[src/rtl/btm_pkg.sv]
package btm_pkg;

    localparam int TSEL_W        = 2;
    localparam int CPU_ID        = 0;
    localparam int CTRL_EN_BIT   = 0;
    localparam int CTRL_TSEL_LSB = 1;
    localparam int CTRL_IE_BIT   = 3;

    typedef enum logic [1:0] {
        REG_CTRL  = 2'd0,
        REG_STAT  = 2'd1,
        REG_FADDR = 2'd2,
        REG_NONE  = 2'd3
    } reg_sel_e;

    typedef enum logic [1:0] {
        ROUTE_NONE   = 2'd0,
        ROUTE_CPU_WR = 2'd1,
        ROUTE_CPU_RD = 2'd2,
        ROUTE_MST    = 2'd3
    } route_e;

    function automatic int unsigned limit_shift(int unsigned base,
                                                int unsigned step,
                                                logic [TSEL_W-1:0] sel);
        return base + step * int'(unsigned'(sel));
    endfunction

endpackage

[src/rtl/btm_timer.sv]
module btm_timer
    import btm_pkg::*;
#(
    parameter int ADDR_W   = 32,
    parameter int MID_W    = 2,
    parameter int BASE_EXP = 8,
    parameter int STEP_EXP = 2
) (
    input  logic              clk,
    input  logic              rst,
    input  logic              start,
    input  logic [MID_W-1:0]  mid,
    input  logic              wr,
    input  logic [ADDR_W-1:0] addr,
    input  logic              slv_ack,
    input  logic              active,
    input  logic [TSEL_W-1:0] tsel,
    output logic              busy,
    output logic              expire,
    output logic [MID_W-1:0]  pend_mid,
    output logic              pend_wr,
    output logic [ADDR_W-1:0] pend_addr
);
    localparam int CNT_W = BASE_EXP + 3 * STEP_EXP + 1;

    typedef struct packed {
        logic [MID_W-1:0]  mid;
        logic              wr;
        logic [ADDR_W-1:0] addr;
    } pend_t;

    pend_t            pend_q;
    logic [CNT_W-1:0] cnt_q;
    logic [CNT_W-1:0] lim_m1;
    logic             busy_q;

    always_comb begin
        lim_m1 = (CNT_W'(1) << limit_shift(BASE_EXP, STEP_EXP, tsel)) - CNT_W'(1);
    end

    assign expire = busy_q && active && !slv_ack && (cnt_q >= lim_m1);

    always_ff @(posedge clk) begin
        if (rst) begin
            busy_q <= 1'b0;
            cnt_q  <= '0;
            pend_q <= '0;
        end else if (!busy_q) begin
            cnt_q <= '0;
            if (start) begin
                busy_q <= 1'b1;
                pend_q <= '{mid: mid, wr: wr, addr: addr};
            end
        end else if (slv_ack || expire) begin
            busy_q <= 1'b0;
            cnt_q  <= '0;
        end else if (!active) begin
            cnt_q <= '0;
        end else begin
            cnt_q <= cnt_q + CNT_W'(1);
        end
    end

    assign busy      = busy_q;
    assign pend_mid  = pend_q.mid;
    assign pend_wr   = pend_q.wr;
    assign pend_addr = pend_q.addr;

endmodule

[src/rtl/btm_route.sv]
module btm_route
    import btm_pkg::*;
#(
    parameter int MID_W = 2,
    localparam int NUM_MASTERS = 2 ** MID_W
) (
    input  logic                   expire,
    input  logic [MID_W-1:0]       pend_mid,
    input  logic                   pend_wr,
    output logic [NUM_MASTERS-1:0] set_vec,
    output logic                   cpu_rd
);
    route_e kind;

    always_comb begin
        kind = ROUTE_NONE;
        if (expire) begin
            if (pend_mid == MID_W'(CPU_ID)) begin
                kind = pend_wr ? ROUTE_CPU_WR : ROUTE_CPU_RD;
            end else begin
                kind = ROUTE_MST;
            end
        end
    end

    always_comb begin
        set_vec = '0;
        cpu_rd  = 1'b0;
        case (kind)
            ROUTE_CPU_WR: set_vec[CPU_ID]   = 1'b1;
            ROUTE_CPU_RD: cpu_rd            = 1'b1;
            ROUTE_MST:    set_vec[pend_mid] = 1'b1;
            default:      ;
        endcase
    end

endmodule

[src/rtl/btm_regs.sv]
module btm_regs
    import btm_pkg::*;
#(
    parameter int ADDR_W = 32,
    parameter int MID_W  = 2,
    localparam int NUM_MASTERS = 2 ** MID_W
) (
    input  logic                   clk,
    input  logic                   rst,
    input  logic                   reg_we,
    input  logic [1:0]             reg_addr,
    input  logic [ADDR_W-1:0]      reg_wdata,
    output logic [ADDR_W-1:0]      reg_rdata,
    input  logic [NUM_MASTERS-1:0] set_vec,
    input  logic                   cap_valid,
    input  logic [ADDR_W-1:0]      cap_addr,
    output logic                   ctrl_en,
    output logic [TSEL_W-1:0]      ctrl_tsel,
    output logic                   ctrl_ie,
    output logic [NUM_MASTERS-1:0] stat,
    output logic [ADDR_W-1:0]      fault_addr
);
    logic                   en_q;
    logic                   ie_q;
    logic [TSEL_W-1:0]      tsel_q;
    logic [NUM_MASTERS-1:0] stat_q;
    logic [NUM_MASTERS-1:0] clr_vec;
    logic [ADDR_W-1:0]      faddr_q;
    reg_sel_e               sel;
    logic                   unused_wdata;

    assign sel          = reg_sel_e'(reg_addr);
    assign unused_wdata = ^reg_wdata;
    assign clr_vec      = (reg_we && sel == REG_STAT) ? reg_wdata[NUM_MASTERS-1:0] : '0;

    always_ff @(posedge clk) begin
        if (rst) begin
            en_q   <= 1'b0;
            ie_q   <= 1'b0;
            tsel_q <= '0;
        end else if (reg_we && sel == REG_CTRL) begin
            en_q   <= reg_wdata[CTRL_EN_BIT];
            ie_q   <= reg_wdata[CTRL_IE_BIT];
            tsel_q <= reg_wdata[CTRL_TSEL_LSB +: TSEL_W];
        end
    end

    always_ff @(posedge clk) begin
        if (rst) begin
            stat_q <= '0;
        end else begin
            stat_q <= (stat_q & ~clr_vec) | set_vec;
        end
    end

    always_ff @(posedge clk) begin
        if (rst) begin
            faddr_q <= '0;
        end else if (cap_valid && stat_q == '0) begin
            faddr_q <= cap_addr;
        end
    end

    always_comb begin
        reg_rdata = '0;
        case (sel)
            REG_CTRL: begin
                reg_rdata[CTRL_EN_BIT]                = en_q;
                reg_rdata[CTRL_TSEL_LSB +: TSEL_W]    = tsel_q;
                reg_rdata[CTRL_IE_BIT]                = ie_q;
            end
            REG_STAT:  reg_rdata[NUM_MASTERS-1:0] = stat_q;
            REG_FADDR: reg_rdata = faddr_q;
            default:   reg_rdata = '0;
        endcase
    end

    assign ctrl_en    = en_q;
    assign ctrl_ie    = ie_q;
    assign ctrl_tsel  = tsel_q;
    assign stat       = stat_q;
    assign fault_addr = faddr_q;

endmodule

[src/rtl/bus_timeout_monitor.sv]
module bus_timeout_monitor
    import btm_pkg::*;
#(
    parameter int ADDR_W   = 32,
    parameter int MID_W    = 2,
    parameter int BASE_EXP = 8,
    parameter int STEP_EXP = 2,
    localparam int NUM_MASTERS = 2 ** MID_W
) (
    input  logic                   clk,
    input  logic                   rst,
    input  logic                   bus_start,
    input  logic [MID_W-1:0]       bus_mid,
    input  logic                   bus_write,
    input  logic [ADDR_W-1:0]      bus_addr,
    input  logic                   slv_ack,
    input  logic                   dbg_probe,
    output logic                   err_resp,
    output logic                   cpu_rd_err,
    output logic                   cpu_wr_irq,
    output logic [NUM_MASTERS-1:1] mst_err_irq,
    input  logic                   reg_we,
    input  logic [1:0]             reg_addr,
    input  logic [ADDR_W-1:0]      reg_wdata,
    output logic [ADDR_W-1:0]      reg_rdata
);
    logic                   ctrl_en;
    logic                   ctrl_ie;
    logic [TSEL_W-1:0]      ctrl_tsel;
    logic                   active;
    logic                   busy;
    logic                   expire;
    logic [MID_W-1:0]       pend_mid;
    logic                   pend_wr;
    logic [ADDR_W-1:0]      pend_addr;
    logic [NUM_MASTERS-1:0] set_vec;
    logic [NUM_MASTERS-1:0] stat_vec;
    logic [ADDR_W-1:0]      fault_addr;
    logic                   unused_busy;

    assign active      = ctrl_en && !dbg_probe;
    assign unused_busy = busy;

    btm_timer #(
        .ADDR_W  (ADDR_W),
        .MID_W   (MID_W),
        .BASE_EXP(BASE_EXP),
        .STEP_EXP(STEP_EXP)
    ) u_timer (
        .clk      (clk),
        .rst      (rst),
        .start    (bus_start),
        .mid      (bus_mid),
        .wr       (bus_write),
        .addr     (bus_addr),
        .slv_ack  (slv_ack),
        .active   (active),
        .tsel     (ctrl_tsel),
        .busy     (busy),
        .expire   (expire),
        .pend_mid (pend_mid),
        .pend_wr  (pend_wr),
        .pend_addr(pend_addr)
    );

    btm_route #(
        .MID_W(MID_W)
    ) u_route (
        .expire  (expire),
        .pend_mid(pend_mid),
        .pend_wr (pend_wr),
        .set_vec (set_vec),
        .cpu_rd  (cpu_rd_err)
    );

    btm_regs #(
        .ADDR_W(ADDR_W),
        .MID_W (MID_W)
    ) u_regs (
        .clk       (clk),
        .rst       (rst),
        .reg_we    (reg_we),
        .reg_addr  (reg_addr),
        .reg_wdata (reg_wdata),
        .reg_rdata (reg_rdata),
        .set_vec   (set_vec),
        .cap_valid (expire),
        .cap_addr  (pend_addr),
        .ctrl_en   (ctrl_en),
        .ctrl_tsel (ctrl_tsel),
        .ctrl_ie   (ctrl_ie),
        .stat      (stat_vec),
        .fault_addr(fault_addr)
    );

    assign err_resp    = expire;
    assign cpu_wr_irq  = stat_vec[CPU_ID] && ctrl_ie;
    assign mst_err_irq = stat_vec[NUM_MASTERS-1:1];

endmodule

[config.mk]
export PLATFORM = sky130hd
export DESIGN_NAME = bus_timeout_monitor
export DESIGN_NICKNAME = d
export VERILOG_FILES = /design/src/rtl/btm_pkg.sv /design/src/rtl/btm_timer.sv /design/src/rtl/btm_route.sv /design/src/rtl/btm_regs.sv /design/src/rtl/bus_timeout_monitor.sv
export SDC_FILE = /design/constraint.sdc
export NUM_CORES = 1
export LEC_CHECK = 0
export BUFFER_PORTS_ARGS = -buffer_cell sky130_fd_sc_hd__buf_2
export CELL_PAD_IN_SITES_DETAIL_PLACEMENT = 0
export CELL_PAD_IN_SITES_GLOBAL_PLACEMENT = 1
export CORE_MARGIN = 5
export CORE_UTILIZATION = 35
export CTS_BUF_LIST = sky130_fd_sc_hd__clkbuf_16
export DETAILED_ROUTE_END_ITERATION = 10
export PLACE_DENSITY_LB_ADDON = 0.1
export SETUP_SLACK_MARGIN = 0.02
export SLEW_MARGIN = 0
export SYNTH_ARGS = -nofsm -noshare
export SYNTH_HDL_FRONTEND = slang
export SYNTH_SLANG_ARGS = --single-unit
[constraint.sdc]
create_clock -name clk -period 2.18 [get_ports clk]
set_input_delay 0.327 -clock clk [delete_from_list [all_inputs] [get_ports clk]]
set_output_delay 0.327 -clock clk [all_outputs]
set_load 0.005 [all_outputs]
==> flow_summary.rst <==
.. list-table::
   :header-rows: 1

   * - Metric
     - Value
   * - Final Core Density
     - 0.464
   * - Drt pass-1 iters
     - 4
   * - Post-synth net total
     - around 560
   * - Worst ir drop on vdd
     - about 0.49 mV
   * - Area of the die
     - ~14000 um2
   * - Run status
     - complete, but fails checks
   * - Type of destination of the critical path
     - output port
   * - Average wire per standard cell
     - between 10 and 15 um
   * - Setup slack after placement
     - -0.136 ns
   * - Final hold violation count
     - 0
   * - All-layer global routing usage
     - 0.149
   * - First-iteration detailed-routing DRC count
     - around 150
   * - Site row count
     - 39
   * - Post-DP HPWL
     - between 6000 and 7000 um
   * - Initial antenna violation count
     - 0
   * - Initial Utilization
     - 0.359
   * - Final design area excluding fillers
     - 5330 um2
   * - Vias in the first global route
     - approximately 3.4k
   * - Maximum number of pins on one net before global-route repair
     - 61
   * - Reg-to-reg endpoint
     - u_regs.fault_addr[8]$_SDFFE_PP0P_
   * - Least setup slack across all paths after layout
     - -0.495 ns
   * - Class of the worst hold path
     - in2reg
   * - Final antenna diode count
     - 0
   * - Final Skew
     - roughly 0.0063 ns
   * - CTS Root Buffer Type
     - sky130_fd_sc_hd__clkbuf_16
   * - Combinational share of power
     - 0.069
   * - Post-route minimum period
     - around 2.7 ns
   * - Flip-flop and latch count after synthesis
     - 91
   * - Remaining global-route overflow
     - 0
   * - Number of max-slew violations in the final report
     - 0
   * - Net switching fraction of the power
     - 0.228
   * - Placed Area
     - between 4000 and 5000 um2
   * - Remaining max-slew budget at the tightest pin
     - 0.531
   * - CTS Buf Count
     - 9
   * - Area of the multi-input gates
     - roughly 2200 um2
   * - Final estimated routing congestion in global placement
     - 0.755
   * - Internal Dissipation
     - ~2.7 mW
   * - Relative contribution of sequential cells to total power
     - 0.498
   * - Core area
     - 11500 um2
   * - Final Instance Count excl. Fillers
     - roughly 730
   * - Number of filler instances in the final layout
     - 1137
   * - Top-level port count
     - approximately 110
   * - Leakage
     - between 2 and 2.5 nW
   * - Required time of the worst setup path
     - about 1.9 ns
   * - Top post-synthesis cells by area
     - sky130_fd_sc_hd__dfxtp_1 44%, sky130_fd_sc_hd__nand2b_1 9.9%, sky130_fd_sc_hd__mux2i_1 9.5%, sky130_fd_sc_hd__nand2_1 7.9%, sky130_fd_sc_hd__a21oi_1 4.5%
   * - Overall die width
     - about 120 um
   * - Avg Synthesized Cell Area
     - around 8.6 um2
   * - Number of design rule violations left after detail routing
     - 0
   * - Worst Reg-to-Reg Cells
     - 11
   * - Worst setup startpoint
     - u_regs.ctrl_tsel[1]$_SDFFE_PP0P_
   * - Clock transition at the registers of the reported paths
     - ~0.060 ns
   * - Count leader, synth
     - sky130_fd_sc_hd__dfxtp_1
   * - Count of flip-flops with a built-in enable after synthesis
     - 0
   * - Global-route wire length before repair
     - approximately 17000 um
   * - Clock tree from TritonCTS
     - done
   * - Cell count after placement
     - between 700 and 800
   * - Yosys warns
     - 0
   * - Most used standard cells in the synthesized netlist
     - 91 x sky130_fd_sc_hd__dfxtp_1, 87 x sky130_fd_sc_hd__nand2_1, 65 x sky130_fd_sc_hd__nand2b_1, 39 x sky130_fd_sc_hd__mux2i_1, 37 x sky130_fd_sc_hd__a21oi_1
   * - Crit share post-route
     - 1.23
   * - Fmax achieved
     - about 370 MHz
   * - Later-pin clock latency in the skew report
     - 0.34 ns
   * - Worst-Margin Slew
     - between 0.6 and 0.7 ns
   * - Power after layout
     - 3.48 mW
   * - Quantity of I/O buffers inserted on ports
     - 84
   * - Cell count after synthesis
     - about 480
   * - Worst Path Max Fanout
     - 4
   * - Area growth syn-to-layout
     - 29.5%
   * - Violated checks
     - setup timing
   * - Die H
     - between 100 and 150 um
   * - Fraction of power consumed by the clock network
     - 0.434
   * - Arrival time of the worst setup path
     - around 2.4 ns
   * - Main synth FF type
     - sky130_fd_sc_hd__dfxtp_1
   * - Mapped cell area
     - a little over 4000 um2
   * - Yosys top cell area share
     - 0.443
   * - Antenna Nets Post-Route
     - 0
   * - MaxCap Viol Count
     - 0
   * - CTS sink count
     - between 90 and 100
   * - CP Capture Point
     - cpu_rd_err
   * - Launch instance of the worst register-to-register path
     - u_regs.ctrl_tsel[1]$_SDFFE_PP0P_
   * - Sequential cell area fraction in the yosys report
     - 0.443
   * - Routed vias/inst
     - 4.67
   * - Fraction of layout cells with a size suffix above 1
     - 0.264
   * - R2R setup slack
     - -0.22 ns
   * - Number of failing setup endpoints in the final timing report
     - 34
   * - H-tree levels
     - 3
   * - Area taken by flip-flops and latches
     - roughly 1800 um2
   * - Largest area contributor in the synthesized netlist
     - sky130_fd_sc_hd__dfxtp_1
   * - Net Sw Power
     - a little under 800 uW
   * - Proportion of synthesized flip-flops having asynchronous set or reset
     - 0
   * - Setup repair after global routing missed its margin
     - yes
   * - Buffer levels on the longest clock path
     - 2
   * - Ratio of total power to cell area
     - 654 nW/um2
   * - Post-Route WL
     - about 10000 um
   * - Startpoint type of the worst setup path
     - flop
   * - Vias after detailed routing
     - between 3k and 4k
   * - Final net count
     - 659
   * - Count of unique library cells instantiated by Yosys
     - 39
   * - WS Path Type
     - reg2out
   * - Total of hold buffers inserted after clock tree synthesis
     - 0
-- layer usage --
layer | vias to the layer above | routed length, um | GRT usage | share of wire
met3 | 8 | 490 | 0.0501 | 0.049
met2 | 58 | 4550 | 0.230 | 0.45
met1 | 1565 | 4900 | 0.201 | 0.49
met5 | - | 0 | 0 | 0
li1 | 1756 | - | - | -
met4 | 0 | 89 | 0.0361 | 0.0089
-- power by group through the flow --
| stage | registers, mW | logic, mW | clock network, mW |
|---|---|---|---|
| floorplan | 1.76 | 0.149 | 0 |
| global placement | 1.77 | 0.241 | 0 |
| detailed placement | 1.77 | 0.244 | 0 |
| CTS | 1.73 | 0.245 | 1.57 |
| global route | 1.74 | 0.273 | 1.64 |
| finish | 1.73 | 0.240 | 1.51 |
-- registers in the layout (all words and copies together) (netlist names) --
signal             count
u_regs.ctrl_en         1
u_timer.cnt_q         15
u_timer.busy           1
u_regs.fault_addr     32
u_regs.stat            4
u_timer.pend_mid       2
u_timer.pend_wr        1
u_regs.ctrl_ie         1
u_regs.ctrl_tsel       2
u_timer.pend_addr     32
-- cells in the final DEF, fill, tap and decap left out, types with 3 or more instances in the layout --
cell type	count
sky130_fd_sc_hd__nand2b_1	65
sky130_fd_sc_hd__nand2_1	85
sky130_fd_sc_hd__nand3_1	6
sky130_fd_sc_hd__buf_16	4
sky130_fd_sc_hd__buf_4	26
sky130_fd_sc_hd__ha_1	4
sky130_fd_sc_hd__o22ai_1	4
sky130_fd_sc_hd__xnor2_1	7
sky130_fd_sc_hd__nor2_1	24
sky130_fd_sc_hd__o21ai_0	5
sky130_fd_sc_hd__a21oi_1	37
sky130_fd_sc_hd__xor2_1	6
sky130_fd_sc_hd__inv_1	5
sky130_fd_sc_hd__clkbuf_16	9
sky130_fd_sc_hd__buf_6	4
sky130_fd_sc_hd__mux2i_1	39
sky130_fd_sc_hd__dfxtp_1	89
sky130_fd_sc_hd__buf_2	84
sky130_fd_sc_hd__nor4_1	3
sky130_fd_sc_hd__or3b_2	3
sky130_fd_sc_hd__buf_12	3
sky130_fd_sc_hd__and2_1	29
-- critical path, stage by stage, from the launching register on --
cell and delay (ns):
sky130_fd_sc_hd__dfxtp_4 0.37, sky130_fd_sc_hd__nand2_2 0.07, sky130_fd_sc_hd__ha_4 0.27, sky130_fd_sc_hd__nand4_1 0.13, sky130_fd_sc_hd__a211o_1 0.25, sky130_fd_sc_hd__or3_4 0.35
sky130_fd_sc_hd__a21bo_4 0.23, sky130_fd_sc_hd__nor4_4 0.20, sky130_fd_sc_hd__buf_2 0.16
-- worst min-delay path by stage --
stage	start	to	slack (ns)	depth (start not counted)
final	bus_addr[10]	u_timer.pend_addr[10]$_SDFFE_PP0P_	0.22	3
after global routing	bus_addr[5]	u_timer.pend_addr[5]$_SDFFE_PP0P_	0.21	3
after CTS	bus_addr[10]	u_timer.pend_addr[10]$_SDFFE_PP0P_	0.20	3
after detailed placement	u_timer.pend_addr[23]$_SDFFE_PP0P_	u_timer.pend_addr[23]$_SDFFE_PP0P_	0.45	2
after global placement	u_timer.pend_addr[28]$_SDFFE_PP0P_	u_timer.pend_addr[28]$_SDFFE_PP0P_	0.44	2
after floorplan	u_timer.cnt_q[0]$_SDFF_PP0_	u_timer.cnt_q[0]$_SDFF_PP0_	0.43	1
-- area by class of cell --
type | count | area share
tap | 143 | 0.0336
timing repair buffer | 121 | 0.156
sequential | 91 | 0.343
inverter | 6 | 0.00423
clock buffer | 9 | 0.0423
multi-input combinational | 349 | 0.409
clock inverter | 7 | 0.0113
-- timing repair --
action                     CTS  global route
resized for setup           12             4
setup endpoints to repair   34            49
hold endpoints to repair     0             0
pin swaps                    2             1
setup buffers                5             0
gates cloned                 4             0
-- kinds of logic after synthesis --
family / Yosys count / share of synthesized area
simple gates: 236 / 0.297
flops: 91 / 0.443
xor+xnor: 13 / 0.0277
buf+inv: 37 / 0.0423
fa+ha+maj: 6 / 0.0182
mux: 40 / 0.0976
compound gates: 53 / 0.0730
other cells: 1 / 0.000912
-- per-stage QoR --
stage / hold slack, ns / TNS [ns]
after floorplan: 0.429 / 0
after global placement: 0.442 / -1.20
after detailed placement: 0.447 / -2.45
after CTS: 0.205 / -7.07
after global routing: 0.209 / -12.07
final: 0.219 / -7.35
Note: power is estimated with default switching activity, not from simulation.
